--- src/rtl/bus_seq_pkg.sv ---
package bus_seq_pkg;

    typedef enum logic [2:0] {
        K_FETCH = 3'd0,
        K_MRD   = 3'd1,
        K_MWR   = 3'd2,
        K_IORD  = 3'd3,
        K_IOWR  = 3'd4
    } kind_e;

    typedef enum logic [2:0] {
        ST_IDLE,
        ST_T1,
        ST_T2,
        ST_TA,
        ST_TW,
        ST_T3,
        ST_T4,
        ST_HOLD
    } tstate_e;

    typedef struct packed {
        logic mreq;
        logic iorq;
        logic rd;
        logic wr;
        logic m1;
        logic rfsh;
        logic dout_oe;
        logic rfsh_addr;
    } strobes_t;

    function automatic logic kind_legal(input logic [2:0] k);
        return k <= 3'd4;
    endfunction

    function automatic logic kind_is_io(input kind_e k);
        return (k == K_IORD) || (k == K_IOWR);
    endfunction

    function automatic logic kind_is_read(input kind_e k);
        return (k == K_MRD) || (k == K_IORD);
    endfunction

    function automatic logic kind_is_write(input kind_e k);
        return (k == K_MWR) || (k == K_IOWR);
    endfunction

endpackage

--- src/rtl/bus_seq_rfsh.sv ---
module bus_seq_rfsh #(
    parameter int W = 7
) (
    input  logic         clk,
    input  logic         rst,
    input  logic         step,
    output logic [W-1:0] count
);
    always_ff @(posedge clk or posedge rst) begin
        if (rst) begin
            count <= '0;
        end else if (step) begin
            count <= count + 1'b1;
        end
    end
endmodule

--- src/rtl/bus_seq_fsm.sv ---
module bus_seq_fsm
    import bus_seq_pkg::*;
(
    input  logic       clk,
    input  logic       rst,
    input  logic       req_valid,
    input  logic [2:0] req_kind,
    input  logic       wait_in,
    input  logic       busreq,
    output tstate_e    state,
    output logic       half,
    output kind_e      kind,
    output logic       start,
    output logic       last,
    output logic       sample_data,
    output logic       fetch_end
);
    tstate_e state_q, state_d;
    logic    half_q, half_d;
    kind_e   kind_q, kind_d;
    logic    wait_q, wait_d;

    // state register
    always_ff @(posedge clk or posedge rst) begin
        if (rst) begin
            state_q <= ST_IDLE;
            half_q  <= 1'b0;
            kind_q  <= K_FETCH;
            wait_q  <= 1'b0;
        end else begin
            state_q <= state_d;
            half_q  <= half_d;
            kind_q  <= kind_d;
            wait_q  <= wait_d;
        end
    end

    // next-state logic
    always_comb begin
        state_d = state_q;
        half_d  = ~half_q;
        kind_d  = kind_q;
        wait_d  = wait_q;
        start   = 1'b0;
        last    = 1'b0;
        unique case (state_q)
            ST_IDLE: begin
                half_d = 1'b0;
                if (busreq) begin
                    state_d = ST_HOLD;
                end else if (req_valid && kind_legal(req_kind)) begin
                    state_d = ST_T1;
                    kind_d  = kind_e'(req_kind);
                    start   = 1'b1;
                end
            end
            ST_T1: begin
                if (half_q) state_d = ST_T2;
            end
            ST_T2: begin
                if (!half_q) begin
                    if (!kind_is_io(kind_q)) wait_d = wait_in;
                end else if (kind_is_io(kind_q)) begin
                    state_d = ST_TA;
                end else begin
                    state_d = wait_q ? ST_TW : ST_T3;
                end
            end
            ST_TA, ST_TW: begin
                if (!half_q) wait_d = wait_in;
                else         state_d = wait_q ? ST_TW : ST_T3;
            end
            ST_T3: begin
                if (half_q) begin
                    if (kind_q == K_FETCH) state_d = ST_T4;
                    else                   last = 1'b1;
                end
            end
            ST_T4: begin
                if (half_q) last = 1'b1;
            end
            ST_HOLD: begin
                half_d = 1'b0;
                if (!busreq) state_d = ST_IDLE;
            end
            default: state_d = ST_IDLE;
        endcase
        if (last) state_d = busreq ? ST_HOLD : ST_IDLE;
    end

    always_comb begin
        sample_data = ((kind_q == K_FETCH) && half_q
                       && ((state_q == ST_T2) || (state_q == ST_TW))
                       && (state_d == ST_T3))
                   || (kind_is_read(kind_q) && (state_q == ST_T3) && !half_q);
        fetch_end   = last && (kind_q == K_FETCH);
    end

    assign state = state_q;
    assign half  = half_q;
    assign kind  = kind_q;
endmodule

--- src/rtl/bus_seq_drive.sv ---
module bus_seq_drive
    import bus_seq_pkg::*;
(
    input  tstate_e  st,
    input  logic     half,
    input  kind_e    kind,
    output strobes_t so
);
    logic t1b, t2, ta, tw, t3a, t3, t3b, t4, t4a;
    logic fetch, io, rdk, wrk, mem_span, io_span;

    always_comb begin
        t1b   = (st == ST_T1) && half;
        t2    = (st == ST_T2);
        ta    = (st == ST_TA);
        tw    = (st == ST_TW);
        t3    = (st == ST_T3);
        t3a   = t3 && !half;
        t3b   = t3 && half;
        t4    = (st == ST_T4);
        t4a   = t4 && !half;
        fetch = (kind == K_FETCH);
        io    = kind_is_io(kind);
        rdk   = kind_is_read(kind);
        wrk   = kind_is_write(kind);

        mem_span = t1b || t2 || tw || t3a;
        io_span  = t2 || ta || tw || t3a;

        so = '0;
        if (fetch) begin
            so.m1        = (st == ST_T1) || t2 || tw;
            so.rd        = t1b || t2 || tw;
            so.mreq      = t1b || t2 || tw || t3b || t4a;
            so.rfsh      = t3 || t4;
            so.rfsh_addr = t3 || t4;
        end else if (io) begin
            so.iorq    = io_span;
            so.rd      = rdk && io_span;
            so.wr      = wrk && io_span;
            so.dout_oe = wrk && (t1b || t2 || ta || tw || t3);
        end else begin
            so.mreq    = mem_span;
            so.rd      = rdk && mem_span;
            so.wr      = wrk && ((t2 && half) || tw || t3a);
            so.dout_oe = wrk && (t1b || t2 || tw || t3);
        end
    end
endmodule

--- src/rtl/bus_seq.sv ---
module bus_seq
    import bus_seq_pkg::*;
#(
    parameter int ADDR_W = 16,
    parameter int DATA_W = 8,
    parameter int RFSH_W = 7
) (
    input  logic              clk,
    input  logic              rst,
    input  logic              req_valid,
    input  logic [2:0]        req_kind,
    input  logic [ADDR_W-1:0] req_addr,
    input  logic [DATA_W-1:0] req_wdata,
    input  logic              wait_in,
    input  logic              busreq,
    input  logic [DATA_W-1:0] data_in,
    output logic [ADDR_W-1:0] addr_out,
    output logic [DATA_W-1:0] data_out,
    output logic              data_oe,
    output logic              bus_drive,
    output logic              mreq,
    output logic              iorq,
    output logic              rd,
    output logic              wr,
    output logic              m1,
    output logic              rfsh,
    output logic              busack,
    output logic [DATA_W-1:0] rdata,
    output logic              cyc_done
);
    localparam int PAD_W = ADDR_W - RFSH_W;

    tstate_e           state;
    logic              half;
    kind_e             kind;
    logic              start, last, sample_data, fetch_end;
    strobes_t          so;
    logic [RFSH_W-1:0] rcount;
    logic [ADDR_W-1:0] addr_q;
    logic [DATA_W-1:0] wdata_q;
    logic [DATA_W-1:0] rdata_q;

    bus_seq_fsm u_fsm (
        .clk         (clk),
        .rst         (rst),
        .req_valid   (req_valid),
        .req_kind    (req_kind),
        .wait_in     (wait_in),
        .busreq      (busreq),
        .state       (state),
        .half        (half),
        .kind        (kind),
        .start       (start),
        .last        (last),
        .sample_data (sample_data),
        .fetch_end   (fetch_end)
    );

    bus_seq_drive u_drive (
        .st   (state),
        .half (half),
        .kind (kind),
        .so   (so)
    );

    bus_seq_rfsh #(.W(RFSH_W)) u_rfsh (
        .clk   (clk),
        .rst   (rst),
        .step  (fetch_end),
        .count (rcount)
    );

    always_ff @(posedge clk or posedge rst) begin
        if (rst) begin
            addr_q  <= '0;
            wdata_q <= '0;
            rdata_q <= '0;
        end else begin
            if (start) begin
                addr_q  <= req_addr;
                wdata_q <= req_wdata;
            end
            if (sample_data) rdata_q <= data_in;
        end
    end

    // output process
    always_comb begin
        bus_drive = (state != ST_HOLD);
        busack    = (state == ST_HOLD);
        if (!bus_drive)        addr_out = '0;
        else if (so.rfsh_addr) addr_out = {{PAD_W{1'b0}}, rcount};
        else                   addr_out = addr_q;
        data_oe  = bus_drive && so.dout_oe;
        data_out = data_oe ? wdata_q : '0;
        mreq     = bus_drive && so.mreq;
        iorq     = bus_drive && so.iorq;
        rd       = bus_drive && so.rd;
        wr       = bus_drive && so.wr;
        m1       = bus_drive && so.m1;
        rfsh     = bus_drive && so.rfsh;
        rdata    = rdata_q;
        cyc_done = last;
    end
endmodule

--- config.mk ---
export PLATFORM = sky130hd
export DESIGN_NAME = bus_seq
export DESIGN_NICKNAME = d
export VERILOG_FILES = /design/src/rtl/bus_seq_pkg.sv /design/src/rtl/bus_seq_rfsh.sv /design/src/rtl/bus_seq_fsm.sv /design/src/rtl/bus_seq_drive.sv /design/src/rtl/bus_seq.sv
export SDC_FILE = /design/constraint.sdc
export NUM_CORES = 1
export LEC_CHECK = 0
export ABC_CLOCK_PERIOD_IN_PS = 2700
export BUFFER_PORTS_ARGS = -buffer_cell sky130_fd_sc_hd__buf_2
export CAP_MARGIN = 20
export CORE_UTILIZATION = 51
export CTS_CLUSTER_SIZE = 8
export DETAILED_ROUTE_END_ITERATION = 12
export HOLD_SLACK_MARGIN = 0.03
export MAX_ROUTING_LAYER = met4
export PLACE_DENSITY = 0.92
export SLEW_MARGIN = 10
export SYNTH_ARGS = -nofsm -noshare
export SYNTH_HDL_FRONTEND = slang
export SYNTH_SLANG_ARGS = --single-unit
--- constraint.sdc ---
create_clock -name clk -period 2.7 [get_ports clk]
set_input_delay 0.54 -clock clk [delete_from_list [all_inputs] [get_ports clk]]
set_output_delay 0.54 -clock clk [all_outputs]
set_load 0.01 [all_outputs]
# Word level (Yosys, flattened, before mapping)
# Index checks and enable logic that the tools add are counted.
# totals
register_bits	47
input_bits	40
out_inout_bits	42
wordCells	122
# classes
add_sub_neg	1
n_lt_le_gt_ge	1
n_eq_ne	16
mux	39
n_bitwise	2
n_reduce_logical	55
# op_table
cell	n
3-bit 2-to-1 mux	11
16-bit 2-to-1 mux	2
1-bit logical AND	25
1-bit logical OR	22
1-bit 2-to-1 mux	20
3-bit == test, second input constant	6
3-bit one-hot mux with 6 select lines	1
3-bit by 2-bit == test with 1-bit output, second input constant	4
8-bit 2-to-1 mux	1
7-bit by 1-bit adder with 7-bit output, second input constant	1
3-bit by 1-bit == test with 1-bit output, second input constant	2
3-bit logical NOT	2
2-bit != test, second input constant	3
2-bit 2-to-1 mux	2
1-bit one-hot mux with 2 select lines	2
4-bit AND reduction	1
2-bit OR reduction	2
3-bit <= comparator, second input constant	1
3-bit != test, second input constant	1
3-bit AND reduction	1
1-bit NOT	2
2-bit nonzero test	1
1-bit logical NOT	1

# Longest topological paths before layout
# Gate-level depths: netlist (run 1).
# logic_depth
word_depth	11
mapped_depth	7
depth_no_buf	6

# Hierarchy
# From an unflattened synthesis (run 1), not the netlist that was laid out.
# unflattened
cells_unflattened	263
area_unflattened_um2	2740.1
# by_module_without_submodules
module	instances	cells_each	area_per_inst_um2
bus_seq	1	113	1514.0
bus_seq_fsm	1	82	659.4
bus_seq_rfsh	1	23	286.5
bus_seq_drive	1	45	280.3

# Worst setup path after synthesis (run 1)
# OpenSTA, ideal clock, no wires.
# synth_path
kind	register to output
start	register u_fsm.state_q[1] (netlist: u_fsm.state[1])
end	output port addr_out[0]
arrival_ns	1.643
required_time_ns	2.160
slack_ns	0.517
stages_incl_launch_ff	8
path_buffers	1
path_cell_list	dfrtp_1 -> buf_6 -> and2b_2 -> or2_2 -> nand3_1 -> inv_2 -> mux2i_1 -> nor2_1
# synth_between
elab_chain_len	5
word_cells_on_any_way	7
cone_classes	3 x eq/ne; 3 x mux; 1 x reduce/logical
# synth_lines
element	line_no	text
from (decl)	bus_seq_fsm.sv:18	tstate_e state_q, state_d;
from (signal assigned)	bus_seq_fsm.sv:31	state_q <= state_d;
3-bit == test (on tied branches)	bus_seq_drive.sv:17, bus_seq_drive.sv:20	
1-bit logical OR	bus_seq_drive.sv:36	so.rfsh_addr = t3 || t4;
1-bit 2-to-1 mux	bus_seq_drive.sv:31	if (fetch) begin
16-bit 2-to-1 mux	bus_seq.sv:92	else if (so.rfsh_addr) addr_out = {{PAD_W{1'b0}}, rcount};
16-bit 2-to-1 mux (*)	bus_seq.sv:91	if (!bus_drive) addr_out = '0;
to (decl)	bus_seq.sv:17	output logic [ADDR_W-1:0] addr_out,
# Mark *: on every way between the ends. The rest lies on a longest branch, timed or not.

# Worst setup path in the final report (run 1)
# layout_path
start	register u_fsm.kind_q[1] (netlist: u_fsm.kind[1])
end	output port rd
# layout_between
elab_chain_len	6
word_cells_on_any_way	11
cone_classes	3 x eq/ne; 2 x mux; 6 x reduce/logical
# layout_lines
element	line_no	text
from (decl)	bus_seq_fsm.sv:20	kind_e kind_q, kind_d;
from (signal assigned)	bus_seq_fsm.sv:33	kind_q <= kind_d;
3-bit by 1-bit == test with 1-bit output / 3-bit by 2-bit == test with 1-bit output (equally long branches)	bus_seq_pkg.sv:42, bus_seq_pkg.sv:38	
1-bit logical OR	bus_seq_pkg.sv:42	return (k == K_MRD) || (k == K_IORD);
1-bit logical AND (on tied branches)	bus_seq_drive.sv:44, bus_seq_drive.sv:39	
2-bit 2-to-1 mux	bus_seq_drive.sv:37	end else if (io) begin
1-bit 2-to-1 mux (*)	bus_seq_drive.sv:31	
1-bit logical AND (*)	bus_seq.sv:98	rd = bus_drive && so.rd;
to (decl)	bus_seq.sv:23	output logic rd,
# Marks and branches as above.

==> results of run 1 <==
worst paths after layout:
| check | from | to | slack [ns] |
|---|---|---|---|
| max | u_fsm.kind[1]$_DFFE_PP0P_ | rd | 0.12 |
| min | rst | addr_q[13]$_DFFE_PP0P_ | 0.20 |
| max reg2reg | u_fsm.half$_DFF_PP0_ | rdata[7]$_DFFE_PP0P_ | 0.55 |
| min reg2reg | u_rfsh.count[6]$_DFFE_PP0P_ | u_rfsh.count[6]$_DFFE_PP0P_ | 0.49 |
| max in group asynchronous | rst | u_fsm.state[1]$_DFF_PP0_ | 1.77 |
| min in group clk | req_addr[13] | addr_q[13]$_DFFE_PP0P_ | 0.47 |
cells by family (layout without fill, tap and decap cells):
logic type	after synthesis	count (layout)	synth area share, %
DFF	47	47	45.5
muxes	44	44	18.8
and+or+nand+nor	71	71	15.4
xor gates and xnor gates	7	7	2.37
adders and majority gates	1	1	0.484
buffers and inverters	32	114	6.25
AOI/OAI and AO/OA	41	41	11.1
area by class of cell:
| class | count | area, um2 |
|---|---|---|
| fill | 372 | 1610 |
| multi-input combinational | 164 | 1270 |
| sequential | 47 | 1180 |
| timing repair buffer | 90 | 473 |
| tap | 67 | 83.8 |
| clock buffer | 6 | 72.6 |
| inverter | 17 | 63.8 |
| clock inverter | 1 | 30.0 |
worst max-delay path: cells and delay by family, from the launching register on:
family          cells  cell delay, ns
compound gates      1            0.16
flops               1            0.49
buf+inv             1            0.19
simple gates        4            0.89
stage by stage:
step / hold slack [ns] / utilization [%]
2_1_floorplan: 0.441 / -
3_3_place_gp: 0.458 / 63.3
3_5_place_dp: 0.477 / 63.3
4_1_cts: 0.212 / 65.5
5_1_grt: 0.220 / 66.3
6_report: 0.205 / 66.3
flip-flops by register name, summed over array words and instances (netlist names):
register / cells
addr_q: 16
rdata: 8
u_fsm.half: 1
u_fsm.kind: 3
u_fsm.state: 3
u_fsm.wait_q: 1
u_rfsh.count: 7
wdata_q: 8
placed cells by master, fill, tap and decap left out, types with 2 or more instances in the layout:
cell type,n
sky130_fd_sc_hd__o211ai_1,3
sky130_fd_sc_hd__o21ai_0,6
sky130_fd_sc_hd__a21oi_1,14
sky130_fd_sc_hd__nor3_2,2
sky130_fd_sc_hd__dfrtp_1,44
sky130_fd_sc_hd__nor4_1,2
sky130_fd_sc_hd__o21ai_4,2
sky130_fd_sc_hd__mux2_2,37
sky130_fd_sc_hd__mux2i_1,7
sky130_fd_sc_hd__and3_1,11
sky130_fd_sc_hd__nor3b_1,2
sky130_fd_sc_hd__dfrtp_2,3
sky130_fd_sc_hd__clkbuf_8,5
sky130_fd_sc_hd__inv_1,15
sky130_fd_sc_hd__xor2_1,2
sky130_fd_sc_hd__xnor2_1,5
sky130_fd_sc_hd__nor2_1,19
sky130_fd_sc_hd__nand2b_1,3
sky130_fd_sc_hd__nor3_4,2
sky130_fd_sc_hd__buf_4,9
sky130_fd_sc_hd__nand3_1,5
sky130_fd_sc_hd__nand4_1,3
sky130_fd_sc_hd__a221oi_1,2
sky130_fd_sc_hd__nand3b_1,2
sky130_fd_sc_hd__nand2_1,9
sky130_fd_sc_hd__inv_2,2
sky130_fd_sc_hd__buf_2,81
sky130_fd_sc_hd__nor3_1,2
sky130_fd_sc_hd__o22ai_1,2
sky130_fd_sc_hd__and2b_1,2
per-layer routing:
layer | GRT usage, % | up-vias | part of all wire (%)
met5 | - | - | 0
met1 | 30.3 | 1008 | 43
met2 | 38.0 | 81 | 50
met4 | 9.59 | 0 | 0.94
met3 | 5.39 | 4 | 6.5
li1 | - | 1015 | -
power by group through the flow:
stage | Sequential (mW) | Clock (mW) | Combinational [mW]
5_1_grt | 1.30 | 0.538 | 2.10
3_3_place_gp | 1.26 | 0 | 1.79
6_report | 1.26 | 0.498 | 1.92
2_1_floorplan | 1.14 | 0 | 1.43
3_5_place_dp | 1.29 | 0 | 1.84
4_1_cts | 1.27 | 0.508 | 1.84
timing repair:
item | in CTS | in global routing
endpoints found under the setup margin | 6 | 28
setup buffers | 0 | 2
gates resized for setup | 2 | 6
==> flow_summary.json, run 1 <==
{
  "post_synth_num_cell_types": 49,
  "grt_setup_unrepaired": "false",
  "floorplan.core_area_mm2": 0.00479,
  "dr.pass1.iters": 4,
  "timing.final.crit_share_pct": 95.5,
  "worstRegToRegCells": 5,
  "route.antenna.remaining_nets": 0,
  "avgRoutedWirePerCell_um": 14.9,
  "rows": 25,
  "ys_warn_count": 0,
  "synth-seq-area-share_pct": 45.5,
  "yosys.area.top_type": "sky130_fd_sc_hd__dfrtp_1",
  "yosysMostFrequentCell": "sky130_fd_sc_hd__dfrtp_1",
  "track_usage_pct": 24.1,
  "synth_top_cells_by_area": "sky130_fd_sc_hd__dfrtp_1 46%, sky130_fd_sc_hd__mux2_2 16%, sky130_fd_sc_hd__nor2_1 2.9%",
  "post_dr_vias_cell": 5.38,
  "synth-edff-count": 0,
  "worst-endpoint-required_ns": 2.16,
  "numClockSinks": 47,
  "setup_clock_skew_after_layout_ns": 0.00734,
  "final-max-slew-violation-count": 0,
  "ctsHtreeMaxLevel": 2,
  "io_pins": 82,
  "net-switching-power_mw": 1.52,
  "timing.slew.headroom_pct": 63.0,
  "prevailing_post_synth_register_cell": "sky130_fd_sc_hd__dfrtp_1",
  "grt-ovfl-total": 0,
  "floorplan_die_area_mm2": 0.00535,
  "crit_path_max_incr_delay_ns": 0.49,
  "finalSetupViolations": 0,
  "synth_seq_cells": 47,
  "async_reset_ff_share_pct": 100,
  "timing_worst_setup_path_type": "flip-flop to primary output",
  "via_count_of_the_first_global_routing_pass": 2050,
  "grt_antenna_before_repair": 0,
  "post-place-cells": 383,
  "cts_tree": "built",
  "grt_max_degree": 32,
  "timing.final.ws_setup_ns": 0.122,
  "critical_path_peak_fanout": 8,
  "synth_area_per_cell_um2": 10.6,
  "power_density_mw_per_mm2": 1160,
  "drv_cap": 0,
  "drc": 0,
  "final-instance-count-excl-fill": 392,
  "internal_portion_of_total_power_mw": 2.16,
  "timing.fmax_ghz": 0.388,
  "floorplan.die.height_um": 73.2,
  "worst_pin_slew_ns": 0.556,
  "place.port_buffers": 81,
  "cts_root_buffer": "sky130_fd_sc_hd__clkbuf_8",
  "via_count": 2108,
  "clk-insertion-delay-late_ns": 0.29,
  "worst_path_max_delay_cell": "sky130_fd_sc_hd__dfrtp_1",
  "run_status": "finished clean",
  "clock_transition_at_the_registers_of_the_reported_paths_ns": 0.09,
  "most_instantiated_cells_after_synthesis": "47 x sky130_fd_sc_hd__dfrtp_1, 37 x sky130_fd_sc_hd__mux2_2, 20 x sky130_fd_sc_hd__nor2_1, 16 x sky130_fd_sc_hd__inv_1, 14 x sky130_fd_sc_hd__a21oi_1",
  "floorplan.initialDensity_pct": 54.0,
  "post-place-ws_ns": 0.315,
  "die_w_um": 73.2,
  "stdcell_area_mm2": 0.00317,
  "vdd_drop_max_mv": 0.658,
  "pwr-share-comb_pct": 52.2,
  "worst_ep_arrival_time_ns": 2.04,
  "cts_hold_buf": 0,
  "drive_above_1_share_pct": 47.1,
  "dr.first_iter.drc_count": 148,
  "dp_hpwl_um": 4340,
  "final_report_hold_violation_count": 0,
  "fin_tns_setup_ns": 0,
  "cts_max_path_buffers": 2,
  "power.share.sequential_pct": 34.3,
  "place_area_mm2": 0.00303,
  "area_delta_synth_final_pct": 22.8,
  "gp_congestion": 0.918,
  "total_power_mw": 3.68,
  "cts-buffers-inserted": 5,
  "power.share.clock_pct": 13.5,
  "power.static_leakage_nw": 1.60,
  "mappedNetlistNets": 284,
  "worst_setup_path_end_kind": "primary output",
  "post_synth_instance_area_mm2": 0.00258,
  "grt_first_pass_wirelength_um": 9430,
  "p_sw_share_pct": 41.3,
  "syn-instance-count": 243,
  "antenna_cells": 0,
  "synth_top_cell_area_share_pct": 45.5,
  "type_of_origin_of_the_critical_path": "flip-flop",
  "period_minus_slack_ns": 2.58,
  "min-delay-path-class": "input port to async pin",
  "num-nets-final": 366,
  "crit_path_cell_trace": "and3b_2 -> nor2_2 -> o21ai_0 -> nor2b_1 -> nor4_1 -> buf_2",
  "postRouteWirelength_um": 5850
}
No activity file was read; power rests on OpenSTA's default activity.
==> run 2: changes to the inputs <==
- ABC_CLOCK_PERIOD_IN_PS: 2700 -> unset
- CORE_UTILIZATION: 51 -> 55
- PLACE_DENSITY: 0.92 -> 0.95
- clock period: 2.7 -> 3.2 ns (I/O delays scaled with it)
==> flow_summary.json, run 2 (synthesized netlist as in run 1, its figures left out) <==
{
  "run_status": "finished, violations left",
  "violated_checks": "DRC",
  "internal_portion_of_total_power_mw": 1.71,
  "fin_tns_setup_ns": 0,
  "flip_flop_count_of_the_largest_register_after_layout": 16,
  "worst-endpoint-required_ns": 2.56,
  "drv_cap": 0,
  "cts_tree": "built",
  "grt_antenna_before_repair": 0,
  "power.share.sequential_pct": 36.5,
  "dr.first_iter.drc_count": 179,
  "worst_path_max_delay_cell": "sky130_fd_sc_hd__dfrtp_1",
  "track_usage_pct": 24.8,
  "timing.final.crit_share_pct": 94.0,
  "period_minus_slack_ns": 3.01,
  "layout.cells.most_common_list": "81 x sky130_fd_sc_hd__buf_2, 46 x sky130_fd_sc_hd__dfrtp_1, 37 x sky130_fd_sc_hd__mux2_2",
  "drc": 6,
  "timing_worst_setup_path_type": "flip-flop to primary output",
  "vdd_drop_max_mv": 0.498,
  "final_report_hold_violation_count": 0,
  "grt_first_pass_wirelength_um": 9280,
  "route.antenna.remaining_nets": 0,
  "gp_congestion": 0.940,
  "clock_transition_at_the_registers_of_the_reported_paths_ns": 0.09,
  "final-instance-count-excl-fill": 373,
  "final-max-slew-violation-count": 0,
  "drive_above_1_share_pct": 44.9,
  "io_pins": 82,
  "cts-buffers-inserted": 5,
  "power.static_leakage_nw": 1.57,
  "area_delta_synth_final_pct": 19.1,
  "dr.pass1.iters": 8,
  "floorplan.initialDensity_pct": 58.1,
  "worst_pin_slew_ns": 0.960,
  "worst_setup_path_end_kind": "primary output",
  "num-nets-final": 361,
  "via_count_of_the_first_global_routing_pass": 2055,
  "floorplan.core_area_mm2": 0.00444,
  "via_count": 2113,
  "setup_clock_skew_after_layout_ns": 0.00852,
  "crit_path_max_incr_delay_ns": 0.55,
  "grt_max_degree": 48,
  "dp_hpwl_um": 4220,
  "grt-ovfl-total": 0,
  "postRouteWirelength_um": 5770,
  "grt_setup_unrepaired": "false",
  "timing.fmax_ghz": 0.332,
  "power.share.clock_pct": 11.8,
  "antenna_cells": 0,
  "worst_hold_path.num_cells": 1,
  "avgRoutedWirePerCell_um": 15.5,
  "numClockSinks": 47,
  "worst_ep_arrival_time_ns": 2.37,
  "timing.slew.headroom_pct": 35.9,
  "final_common_cell": "sky130_fd_sc_hd__buf_2",
  "power_density_mw_per_mm2": 968,
  "ctsHtreeMaxLevel": 2,
  "clk-insertion-delay-late_ns": 0.30,
  "min-delay-path-class": "flip-flop to flip-flop",
  "finalSetupViolations": 0,
  "crit_top_cell": "sky130_fd_sc_hd__inv_1",
  "cts_root_buffer": "sky130_fd_sc_hd__clkbuf_8",
  "worstRegToRegCells": 5,
  "rows": 24,
  "floorplan_die_area_mm2": 0.00498,
  "post_dr_vias_cell": 5.66,
  "floorplan.die.height_um": 70.5,
  "post-place-cells": 365,
  "place.port_buffers": 81,
  "pwr-share-comb_pct": 51.7,
  "critical_path_peak_fanout": 10,
  "largest-register": "addr_q",
  "net-switching-power_mw": 1.27,
  "cts_max_path_buffers": 2,
  "p_sw_share_pct": 42.5,
  "type_of_origin_of_the_critical_path": "flip-flop",
  "crit_path_cell_trace": "buf_4 -> inv_1 -> nor3_1 -> inv_1 -> and3_1 -> buf_2",
  "die_w_um": 70.5,
  "cts_hold_buf": 0
}
==> run 2: power groups by stage <==
stage	Clock, mW	Sequential [mW]	Combinational (mW)
finish	0.352	1.09	1.54
detailed placement	0	1.09	1.52
CTS	0.356	1.08	1.53
floorplan	0	0.966	1.21
global route	0.373	1.13	1.68
global placement	0	1.07	1.48
==> run 2: critical path: cells and delay by family (launching register included) <==
kind / cells / cell delay, ns
flip-flops: 1 / 0.55
buffers and inverters: 4 / 0.76
AND/OR/NAND/NOR: 2 / 0.75
==> run 2: path summary, 6_finish.rpt <==
check	slack (ns)	to	from
worst max-delay path	0.19	addr_out[11]	u_fsm.state[0]$_DFF_PP0_
worst min-delay path	0.47	u_rfsh.count[6]$_DFFE_PP0P_	u_rfsh.count[6]$_DFFE_PP0P_
worst max register to register	1.08	rdata[3]$_DFFE_PP0P_	u_fsm.half$_DFF_PP0_
worst min register to register	0.47	u_rfsh.count[6]$_DFFE_PP0P_	u_rfsh.count[6]$_DFFE_PP0P_
max in group asynchronous	2.00	u_fsm.state[1]$_DFF_PP0_	rst
min in group asynchronous	0.55	addr_q[2]$_DFFE_PP0P_	rst
==> run 2: timing repair <==
action	4_1_cts	5_1_grt
hold endpoints to repair	0	0
gates resized for setup	0	3
buffers inserted	0	0
setup endpoints to repair	0	7
==> run 2: routing by layer <==
metal / wire [um] / GRT usage (%) / vias to the layer above
li1: - / - / 1005
met3: 322 / 5.98 / 13
met4: 141 / 10.4 / 0
met2: 2980 / 41.1 / 84
met5: 0 / - / -
met1: 2320 / 29.3 / 1011
==> run 2: layout make-up <==
cell class,count,area (um2)
fill,336,1370
multi-input combinational,164,1250
clock inverter,2,12.5
inverter,17,66.3
tap,52,65.1
clock buffer,6,72.6
timing repair buffer,85,435
sequential,47,1180
==> run 2: per-stage QoR <==
stage / power [mW] / setup slack [ns] / instance area, um2 / hold slack (ns) / util (%)
2_1_floorplan: 2.18 / 0.917 / 2580 / 0.441 / -
3_3_place_gp: 2.56 / 0.628 / 2990 / 0.457 / 67.2
3_5_place_dp: 2.62 / 0.542 / 2990 / 0.462 / 67.2
4_1_cts: 2.97 / 0.180 / 3070 / 0.473 / 69.1
5_1_grt: 3.18 / 0.0125 / 3080 / 0.484 / 69.3
6_report: 2.98 / 0.191 / 3080 / 0.472 / 69.3
